### src/rtl/cdt_pkg.sv
package cdt_pkg;

    localparam int CDT_PRE_W  = 12;
    localparam int CDT_CTRL_W = 26;

    localparam int OFF_CTRL = 0;
    localparam int OFF_STAT = 1;
    localparam int OFF_LOAD = 2;
    localparam int OFF_CMP  = 3;
    localparam int OFF_CNT  = 4;

    typedef enum logic [1:0] {
        SRC_OFF  = 2'b00,
        SRC_MAIN = 2'b01,
        SRC_FAST = 2'b10,
        SRC_SLOW = 2'b11
    } clk_src_e;

    typedef enum logic [2:0] {
        SEL_CTRL,
        SEL_STAT,
        SEL_LOAD,
        SEL_CMP,
        SEL_CNT,
        SEL_NONE
    } reg_sel_e;

    // Control word layout, MSB first (bit 25 down to bit 0)
    typedef struct packed {
        clk_src_e               clk_src;   // 25:24
        logic [1:0]             spare;     // 23:22
        logic                   stop_en;   // 21
        logic                   doze_en;   // 20
        logic                   wait_en;   // 19
        logic                   dbg_en;    // 18
        logic                   ovw_en;    // 17
        logic                   swr;       // 16
        logic [CDT_PRE_W-1:0]   prescale;  // 15:4
        logic                   rld;       // 3
        logic                   ocien;     // 2
        logic                   enmod;     // 1
        logic                   en;        // 0
    } ctrl_t;

    // Value stored by a control write; a software reset drops the run-time enables
    function automatic ctrl_t ctrl_from_write(input logic [CDT_CTRL_W-1:0] wd);
        ctrl_t c;
        c = ctrl_t'(wd);
        if (c.swr) begin
            c.en      = 1'b0;
            c.enmod   = 1'b0;
            c.stop_en = 1'b0;
            c.doze_en = 1'b0;
            c.wait_en = 1'b0;
            c.dbg_en  = 1'b0;
        end
        c.swr = 1'b0;
        return c;
    endfunction

endpackage

### src/rtl/cdt_regs.sv
module cdt_regs
    import cdt_pkg::*;
#(
    parameter int DATA_W = 32,
    parameter int CNT_W  = 32,
    parameter int ADDR_W = 4
) (
    input  logic                clk_i,
    input  logic                rst_i,
    input  logic                we_i,
    input  logic [ADDR_W-1:0]   addr_i,
    input  logic [DATA_W-1:0]   wdata_i,
    input  logic [CNT_W-1:0]    cnt_i,
    input  logic                flag_i,
    output ctrl_t               ctrl_o,
    output logic [CNT_W-1:0]    load_o,
    output logic [CNT_W-1:0]    cmp_o,
    output logic                swr_o,
    output logic                en_rise_o,
    output logic                restart_o,
    output logic [CNT_W-1:0]    restart_val_o,
    output logic                load_wr_o,
    output logic                clr_o,
    output logic [DATA_W-1:0]   rdata_o
);

    localparam logic [CNT_W-1:0] ALL_ONES = '1;

    reg_sel_e           sel;
    ctrl_t              ctrl_q;
    ctrl_t              ctrl_new;
    logic [CNT_W-1:0]   load_q;
    logic [CNT_W-1:0]   cmp_q;
    logic               ctrl_wr;

    always_comb begin
        sel = SEL_NONE;
        if      (addr_i == ADDR_W'(OFF_CTRL)) sel = SEL_CTRL;
        else if (addr_i == ADDR_W'(OFF_STAT)) sel = SEL_STAT;
        else if (addr_i == ADDR_W'(OFF_LOAD)) sel = SEL_LOAD;
        else if (addr_i == ADDR_W'(OFF_CMP))  sel = SEL_CMP;
        else if (addr_i == ADDR_W'(OFF_CNT))  sel = SEL_CNT;
    end

    assign ctrl_new      = ctrl_from_write(wdata_i[CDT_CTRL_W-1:0]);
    assign ctrl_wr       = we_i && (sel == SEL_CTRL);
    assign swr_o         = ctrl_wr && wdata_i[16];
    assign en_rise_o     = ctrl_wr && !ctrl_q.en && ctrl_new.en;
    assign restart_o     = en_rise_o && ctrl_new.enmod;
    assign restart_val_o = ctrl_new.rld ? load_q : ALL_ONES;
    assign load_wr_o     = we_i && (sel == SEL_LOAD);
    assign clr_o         = we_i && (sel == SEL_STAT) && wdata_i[0];

    always_ff @(posedge clk_i) begin
        if (rst_i) begin
            ctrl_q <= '0;
            load_q <= ALL_ONES;
            cmp_q  <= '0;
        end else if (we_i) begin
            case (sel)
                SEL_CTRL: begin
                    ctrl_q <= ctrl_new;
                    if (wdata_i[16]) begin
                        load_q <= ALL_ONES;
                        cmp_q  <= '0;
                    end
                end
                SEL_LOAD: load_q <= wdata_i[CNT_W-1:0];
                SEL_CMP:  cmp_q  <= wdata_i[CNT_W-1:0];
                default: ;
            endcase
        end
    end

    always_comb begin
        case (sel)
            SEL_CTRL: rdata_o = {{(DATA_W-CDT_CTRL_W){1'b0}}, ctrl_q};
            SEL_STAT: rdata_o = {{(DATA_W-1){1'b0}}, flag_i};
            SEL_LOAD: rdata_o = DATA_W'(load_q);
            SEL_CMP:  rdata_o = DATA_W'(cmp_q);
            SEL_CNT:  rdata_o = DATA_W'(cnt_i);
            default:  rdata_o = '0;
        endcase
    end

    assign ctrl_o = ctrl_q;
    assign load_o = load_q;
    assign cmp_o  = cmp_q;

endmodule

### src/rtl/cdt_prescale.sv
module cdt_prescale
    import cdt_pkg::*;
#(
    parameter int PRE_W   = CDT_PRE_W,
    parameter int N_SRC   = 3
) (
    input  logic                clk_i,
    input  logic                rst_i,
    input  logic                run_i,
    input  logic                restart_i,
    input  clk_src_e            src_sel_i,
    input  logic [N_SRC-1:0]    src_tick_i,
    input  logic [PRE_W-1:0]    div_i,
    output logic                tick_o
);

    logic [PRE_W-1:0]   pcnt_q;
    logic [N_SRC:0]     src_ext;
    logic               pulse;

    // Code 0 selects a constant-low line; codes 1..N_SRC select the inputs
    assign src_ext = {src_tick_i, 1'b0};
    assign pulse   = src_ext[src_sel_i];
    assign tick_o  = run_i && pulse && (pcnt_q >= div_i);

    always_ff @(posedge clk_i) begin
        if (rst_i || restart_i) begin
            pcnt_q <= '0;
        end else if (run_i && pulse) begin
            pcnt_q <= tick_o ? '0 : pcnt_q + PRE_W'(1);
        end
    end

endmodule

### src/rtl/cdt_core.sv
module cdt_core #(
    parameter int CNT_W = 32
) (
    input  logic                clk_i,
    input  logic                rst_i,
    input  logic                tick_i,
    input  logic                swr_i,
    input  logic                restart_i,
    input  logic [CNT_W-1:0]    restart_val_i,
    input  logic                load_wr_i,
    input  logic [CNT_W-1:0]    load_val_i,
    input  logic                ovw_i,
    input  logic                rld_i,
    input  logic                ocien_i,
    input  logic [CNT_W-1:0]    load_i,
    input  logic [CNT_W-1:0]    cmp_i,
    input  logic                clr_i,
    output logic [CNT_W-1:0]    cnt_o,
    output logic                flag_o
);

    localparam logic [CNT_W-1:0] ALL_ONES = '1;

    logic [CNT_W-1:0]   cnt_q;
    logic [CNT_W-1:0]   nxt;
    logic               wrap;
    logic               hit;
    logic               flag_q;

    assign wrap = (cnt_q == '0);
    assign nxt  = wrap ? (rld_i ? load_i : ALL_ONES) : cnt_q - CNT_W'(1);
    assign hit  = tick_i && ocien_i &&
                  ((cmp_i == '0) ? wrap : (nxt == cmp_i));

    always_ff @(posedge clk_i) begin
        if (rst_i || swr_i) begin
            cnt_q  <= '0;
            flag_q <= 1'b0;
        end else begin
            if (load_wr_i && ovw_i)  cnt_q <= load_val_i;
            else if (restart_i)      cnt_q <= restart_val_i;
            else if (tick_i)         cnt_q <= nxt;

            if (hit)                 flag_q <= 1'b1;
            else if (clr_i)          flag_q <= 1'b0;
        end
    end

    assign cnt_o  = cnt_q;
    assign flag_o = flag_q;

endmodule

### src/rtl/cmp_down_timer.sv
module cmp_down_timer
    import cdt_pkg::*;
#(
    parameter int DATA_W = 32,
    parameter int CNT_W  = 32,
    parameter int ADDR_W = 4,
    parameter int N_SRC  = 3
) (
    input  logic                clk_i,
    input  logic                rst_i,
    input  logic [N_SRC-1:0]    src_tick_i,
    input  logic                reg_we_i,
    input  logic [ADDR_W-1:0]   reg_addr_i,
    input  logic [DATA_W-1:0]   reg_wdata_i,
    output logic [DATA_W-1:0]   reg_rdata_o,
    output logic                irq_o
);

    ctrl_t              ctrl_q;
    logic [CNT_W-1:0]   load_q;
    logic [CNT_W-1:0]   cmp_q;
    logic [CNT_W-1:0]   cnt_q;
    logic [CNT_W-1:0]   restart_val;
    logic               flag;
    logic               swr;
    logic               en_rise;
    logic               restart;
    logic               load_wr;
    logic               clr;
    logic               tick;

    cdt_regs #(
        .DATA_W (DATA_W),
        .CNT_W  (CNT_W),
        .ADDR_W (ADDR_W)
    ) u_regs (
        .clk_i          (clk_i),
        .rst_i          (rst_i),
        .we_i           (reg_we_i),
        .addr_i         (reg_addr_i),
        .wdata_i        (reg_wdata_i),
        .cnt_i          (cnt_q),
        .flag_i         (flag),
        .ctrl_o         (ctrl_q),
        .load_o         (load_q),
        .cmp_o          (cmp_q),
        .swr_o          (swr),
        .en_rise_o      (en_rise),
        .restart_o      (restart),
        .restart_val_o  (restart_val),
        .load_wr_o      (load_wr),
        .clr_o          (clr),
        .rdata_o        (reg_rdata_o)
    );

    cdt_prescale #(
        .PRE_W  (CDT_PRE_W),
        .N_SRC  (N_SRC)
    ) u_pre (
        .clk_i      (clk_i),
        .rst_i      (rst_i),
        .run_i      (ctrl_q.en),
        .restart_i  (en_rise || swr),
        .src_sel_i  (ctrl_q.clk_src),
        .src_tick_i (src_tick_i),
        .div_i      (ctrl_q.prescale),
        .tick_o     (tick)
    );

    cdt_core #(
        .CNT_W (CNT_W)
    ) u_core (
        .clk_i          (clk_i),
        .rst_i          (rst_i),
        .tick_i         (tick),
        .swr_i          (swr),
        .restart_i      (restart),
        .restart_val_i  (restart_val),
        .load_wr_i      (load_wr),
        .load_val_i     (reg_wdata_i[CNT_W-1:0]),
        .ovw_i          (ctrl_q.ovw_en),
        .rld_i          (ctrl_q.rld),
        .ocien_i        (ctrl_q.ocien),
        .load_i         (load_q),
        .cmp_i          (cmp_q),
        .clr_i          (clr),
        .cnt_o          (cnt_q),
        .flag_o         (flag)
    );

    assign irq_o = flag && ctrl_q.ocien;

endmodule

### config.mk
export PLATFORM = sky130hd
export DESIGN_NAME = cmp_down_timer
export DESIGN_NICKNAME = d
export VERILOG_FILES = /design/src/rtl/cdt_pkg.sv /design/src/rtl/cdt_regs.sv /design/src/rtl/cdt_prescale.sv /design/src/rtl/cdt_core.sv /design/src/rtl/cmp_down_timer.sv
export SDC_FILE = /design/constraint.sdc
export NUM_CORES = 1
export LEC_CHECK = 0
export BUFFER_PORTS_ARGS = -buffer_cell sky130_fd_sc_hd__buf_2
export CAP_MARGIN = 20
export CELL_PAD_IN_SITES_DETAIL_PLACEMENT = 1
export CELL_PAD_IN_SITES_GLOBAL_PLACEMENT = 2
export CORE_UTILIZATION = 39
export CTS_CLUSTER_DIAMETER = 80
export DETAILED_ROUTE_END_ITERATION = 8
export GPL_TIMING_DRIVEN = 0
export PLACE_DENSITY_LB_ADDON = 0.2
export SLEW_MARGIN = 30
export SYNTH_ARGS = -nofsm -noshare
export SYNTH_HDL_FRONTEND = slang
export SYNTH_HIERARCHICAL = 1
export SYNTH_SLANG_ARGS = --single-unit
### constraint.sdc
create_clock -name clk_i -period 6.4 [get_ports clk_i]
set_input_delay 1.28 -clock clk_i [delete_from_list [all_inputs] [get_ports clk_i]]
set_output_delay 1.28 -clock clk_i [all_outputs]
set_load 0.02 [all_outputs]
After elaboration in Yosys (flattened, before gate mapping):

Index checks and enable logic that the tools add are counted.

* $add $sub $neg: 2
* order comparisons: 2
* eq/ne operators: 10
* multiplexer cells: 24
* reduce and logical (&&, ||, !) cells: 29

Operator list (number)
* 32-bit 2-to-1 mux: 8
* 32-bit case mux with 5 select lines: 1
* 32-bit case mux with 2 select lines: 2
* 32-bit zero test: 2
* 32-bit == test: 1
* 32-bit by 1-bit subtractor with 32-bit output (second input constant): 1
* 1-bit logical AND: 14
* 12-bit by 1-bit adder with 12-bit output (second input constant): 1
* 12-bit greater-or-equal comparator: 1
* 12-bit 2-to-1 mux: 1
* 3-bit 2-to-1 mux: 4
* 4-bit by 2-bit == test with 1-bit output (second input constant): 2
* 3-bit by 2-bit == test with 1-bit output (second input constant): 2
* 3-bit AND reduction: 2
* 2-bit nonzero test: 3
* 1-bit 2-to-1 mux: 5
* 4-bit by 1-bit == test with 1-bit output (second input constant): 1
* 4-bit by 3-bit == test with 1-bit output (second input constant): 1
* 4-bit zero test: 1
* 4-bit 2-to-1 mux: 1
* 3-bit by 1-bit == test with 1-bit output (second input constant): 1
* 3-bit == test (second input constant): 1
* 3-bit zero test: 1
* 1-bit logical OR: 3
* other kinds (7): 7

* register bits: 134
* input port bits: 42
* output and inout port bits: 33
* logic and storage cells: 84

Logic depth before layout (Yosys ltp):

* depth after elaboration: 13
* gate-level depth with buffers: 15
* depth with buffers taken out: 15

Cells and area by module:

Netlist, hierarchy kept.

By module, submodules not included
* cdt_regs: instances 1, cells an instance 513, area an instance 4495.6 um^2, seq. area each 1781.7 um^2
* cdt_core: instances 1, cells an instance 580, area an instance 3931.3 um^2, seq. area each 660.6 um^2
* cdt_prescale: instances 1, cells an instance 116, area an instance 980.9 um^2, seq. area each 240.2 um^2
* cmp_down_timer: instances 1, cells an instance 2, area an instance 12.5 um^2, seq. area each 0.0 um^2

Least setup slack after synthesis:

Ideal clock, no wire load.

* path type: in2reg
* from: input port reg_addr_i[0]
* to: register u_core.flag_q, in the netlist u_core/flag_o
* setup time: 0.084 ns
* arrival time: 3.959 ns
* data required time: 6.316 ns
* slack: 2.357 ns
* stages: 15
* buffers on the path: 4
* cells stage by stage: buf_4 -> or2_2 -> buf_2 -> clkbuf_1 -> nor3_1 -> or2_2 -> clkbuf_1 -> a21oi_1 -> o21ai_0 -> a311o_1 -> a31o_2 -> a221oi_2 -> nand4_1 -> or4_1 -> o31ai_2

* word-level cells in the longest chain between the ends: 10
* elaborated cells on any way between the ends: 18
* classes of those cells: eq/ne (5); mux (5); reduce/logical (8)

RTL lines
* from (decl): line cmp_down_timer.sv:13 `input logic [ADDR_W-1:0] reg_addr_i,`
* 4-bit by 3-bit == test with 1-bit output: line cdt_regs.sv:42 `else if (addr_i == ADDR_W'(OFF_CNT)) sel = SEL_CNT;`
* 1-bit 2-to-1 mux: line cdt_regs.sv:42
* 3-bit 2-to-1 mux: line cdt_regs.sv:41 `else if (addr_i == ADDR_W'(OFF_CMP)) sel = SEL_CMP;`
* 3-bit 2-to-1 mux: line cdt_regs.sv:40 `else if (addr_i == ADDR_W'(OFF_LOAD)) sel = SEL_LOAD;`
* 3-bit 2-to-1 mux: line cdt_regs.sv:39 `else if (addr_i == ADDR_W'(OFF_STAT)) sel = SEL_STAT;`
* 3-bit 2-to-1 mux (*): line cdt_regs.sv:38 `if (addr_i == ADDR_W'(OFF_CTRL)) sel = SEL_CTRL;`
* 3-bit zero test (*): line cdt_regs.sv:46 `assign ctrl_wr = we_i && (sel == SEL_CTRL);`
* 1-bit logical AND (*): line cdt_regs.sv:46
* 1-bit logical AND (*): line cdt_regs.sv:47 `assign swr_o = ctrl_wr && wdata_i[16];`
* named net swr: line cmp_down_timer.sv:25 `logic swr;`
* 1-bit logical OR (*): line cdt_core.sv:36 `if (rst_i || swr_i) begin`
* to (signal assigned): line cdt_core.sv:38 `flag_q <= 1'b0;`
* to (signal assigned): line cdt_core.sv:44 `if (hit) flag_q <= 1'b1;`
* to (signal assigned): line cdt_core.sv:45 `else if (clr_i) flag_q <= 1'b0;`
* to (decl): line cdt_core.sv:28 `logic flag_q;`

The timed path passes the listed nets; every way through them passes the cells marked *.
A chain may end at the register's enable or synchronous reset.

Final worst setup path:

Same ends and word-level chain as after synthesis.

==> results.toml <==
[cts]
hold_buffers = 0
clk_latency_ns = 0.42
cts_buffer_depth = 2
clk_pin_slew_ns = 0.06
postCtsSetupRepairBufs = 0
cts_max_level = 4
numCtsBuffers = 17
clkSinkCount = 134
cts_tree = "yes"
cts_root_buf = "clkbuf_16"
post_cts_resized = 0

[place]
place_congestion = 0.952
port-buffer-count = 72
placed_area_um2 = 10200
hpwl_mm = 37.3

[routing]
vias = 10700
drtIter0Drc = 1363
routed_via_density = 6.57
drtPass1Iterations = 6
drc = 0
avgRoutedWirePerCell_um = 28.8
routed_wl_mm = 47.0
drtAntennaViolNets = 0

[floorplanning]
rows = 56
ios = 75
start_util_pct = 40.0
die_w_um = 157
die_area_um2 = 24800
core-area_um2 = 23500
die_h_um = 157

[worst_hold_path]
hold_end = "u_regs/ctrl_o[22]$_SDFFE_PP0N_"
whs_path_depth = 2
hold_start = "u_regs/ctrl_o[22]$_SDFFE_PP0N_"
hold_class = "reg -> reg"

[sta]
finalHoldViolCount = 0
fin_skew_ns = 0.0109
slew_violations = 0
finalCritPeriodShare_pct = 72.5
period_minus_slack_ns = 4.64
tightest_slew_ns = 0.917
rsz0062_at_grt = "no"
final.setup.tns_ns = 0
max_freq_mhz = 215
relSlewSlack_pct = 38.1
setup_viol = 0

[setup_path]
worstPathCellList = "buf_4 > or2_2 > buf_2 > clkbuf_1 > nor3_1 > or2_2 > clkbuf_1 > a21oi_1 > o21ai_0 > a311o_1 > a31o_2 > a221oi_2 > nand4_1 > or4_1 > o31ai_2"
slowest_delay_ns = 0.44
cp-start-kind = "input pin"
crit_arrival_ns = 4.93
ff2ff_setup_slack_ns = 1.86
worst_r2r_endpoint = "u_core/flag_o$_SDFFE_PP0P_"
critPathSlowestCell = "or4_1"
worstPathRequired_ns = 6.68
ff2ff_path_depth = 10
cp_max_fo = 10
r2r-start = "u_core/cnt_o[5]$_SDFFE_PP0P_"
cp-end-kind = "register"
crit_type = "in -> reg"

[final_layout]
layout-drive-gt1-share_pct = 14.3
antennaDiodeCount = 0
finalNetCount = 1357
syn2layout_area_growth_pct = 15.7
final_area_um2 = 10900
final_util_pct = 46.2
fill_cells = 2971

[yosys]
syn_avg_cell_area_um2 = 7.78
synth_area_um2 = 9410
syn-instance-count = 1209
syn_nets = 1266
yosys_warnings = 6

[global_routing]
grt_pass1_wl_mm = 69.0
grt_overflow = 0
antenna_found_initial = 1
grt_pass1_vias = 10400
grt_start_max_net_pins = 17
grt_usage_pct = 38.5

[power]
power.density_nw_per_um2 = 211
irDropWorstVdd_mv = 0.159
p_leak_nw = 3.76

[run]
maxCapViolCount = 0

[outcome]
outcome = "finished, final reports clean"
## per-stage QoR
step | cells | worst slack (ns) | power (mW) | hold slack [ns]
floorplan | 1209 | 2.36 | 1.03 | 0.449
global placement | 1600 | 1.42 | 1.14 | 0.461
detailed placement | 1600 | 1.49 | 1.14 | 0.481
CTS | 1632 | 1.71 | 2.29 | 0.495
global route | 1632 | 1.66 | 2.35 | 0.530
finish | 1632 | 1.76 | 2.29 | 0.495
## flip-flops by register name, indices dropped and copies added, names as in the netlist
name / flops
u_core/cnt_o: 32
u_regs/cmp_o: 32
u_core/flag_o: 1
u_regs/ctrl_o: 25
u_regs/load_o: 32
u_pre/pcnt_q: 12
## routing by layer
| metal | track usage [%] | up-vias | wire (µm) |
|---|---|---|---|
| li1 | - | 4742 | - |
| met1 | 51.2 | 5326 | 20000 |
| met2 | 62.0 | 553 | 21400 |
| met3 | 5.07 | 99 | 3680 |
| met4 | 17.0 | 0 | 2000 |
| met5 | 0 | - | 0 |
## cells in the final DEF (no fill, tap or decap), types with 13 or more instances in the layout
| cell type | count |
|---|---|
| nor2_1 | 72 |
| buf_2 | 102 |
| dfxtp_1 | 134 |
| nand4_1 | 20 |
| nand2b_1 | 43 |
| clkbuf_1 | 69 |
| xnor2_1 | 35 |
| o21ai_0 | 68 |
| o22ai_1 | 15 |
| a31oi_1 | 35 |
| a22oi_1 | 48 |
| nand2_1 | 100 |
| a211oi_1 | 38 |
| nand3b_1 | 15 |
| inv_1 | 52 |
| clkbuf_16 | 17 |
| ha_1 | 15 |
| o211ai_1 | 43 |
| a32o_1 | 32 |
| nor3_1 | 23 |
| a21oi_1 | 76 |
| nor4_1 | 18 |
| mux2i_1 | 13 |
| nand3_1 | 38 |
## worst max-delay path by stage
stage / start / to / slack (ns) / cells past startpoint
3_5_place_dp: reg_addr_i[0] / u_core/flag_o$_SDFFE_PP0P_ / 1.49 / 15
2_1_floorplan: reg_addr_i[0] / u_core/flag_o$_SDFFE_PP0P_ / 2.36 / 15
3_3_place_gp: reg_addr_i[0] / u_core/flag_o$_SDFFE_PP0P_ / 1.42 / 15
6_report: reg_addr_i[0] / u_core/flag_o$_SDFFE_PP0P_ / 1.76 / 15
4_1_cts: u_core/cnt_o[5]$_SDFFE_PP0P_ / u_core/flag_o$_SDFFE_PP0P_ / 1.71 / 10
5_1_grt: reg_addr_i[0] / u_core/flag_o$_SDFFE_PP0P_ / 1.66 / 15
## worst max-delay path, delay by kind of cell
| family | cells | cell delay [ns] |
|---|---|---|
| AOI/OAI and AO/OA | 6 | 1.66 |
| buffers and inverters | 4 | 0.90 |
| and+or+nand+nor | 5 | 1.08 |
## cell type report
class,instances,area [µm²],share of cell area [%]
plain buffers,112,561,5.15
flip-flops and latches,134,2680,24.6
clock inverters,11,219,2.01
multi-input cells,911,6010,55.2
repair buffers,72,360,3.31
inverters,52,195,1.79
clock buffers,21,460,4.23
well taps,319,399,3.67
## power by group
part / internal (mW) / leakage, nW / switching, mW
clock network: 0.756 / 0.328 / 0.403
logic: 0.0818 / 2.35 / 0.201
registers: 0.840 / 1.08 / 0.0126
total: 1.68 / 3.76 / 0.617
Power figures use the tool's default switching activity.
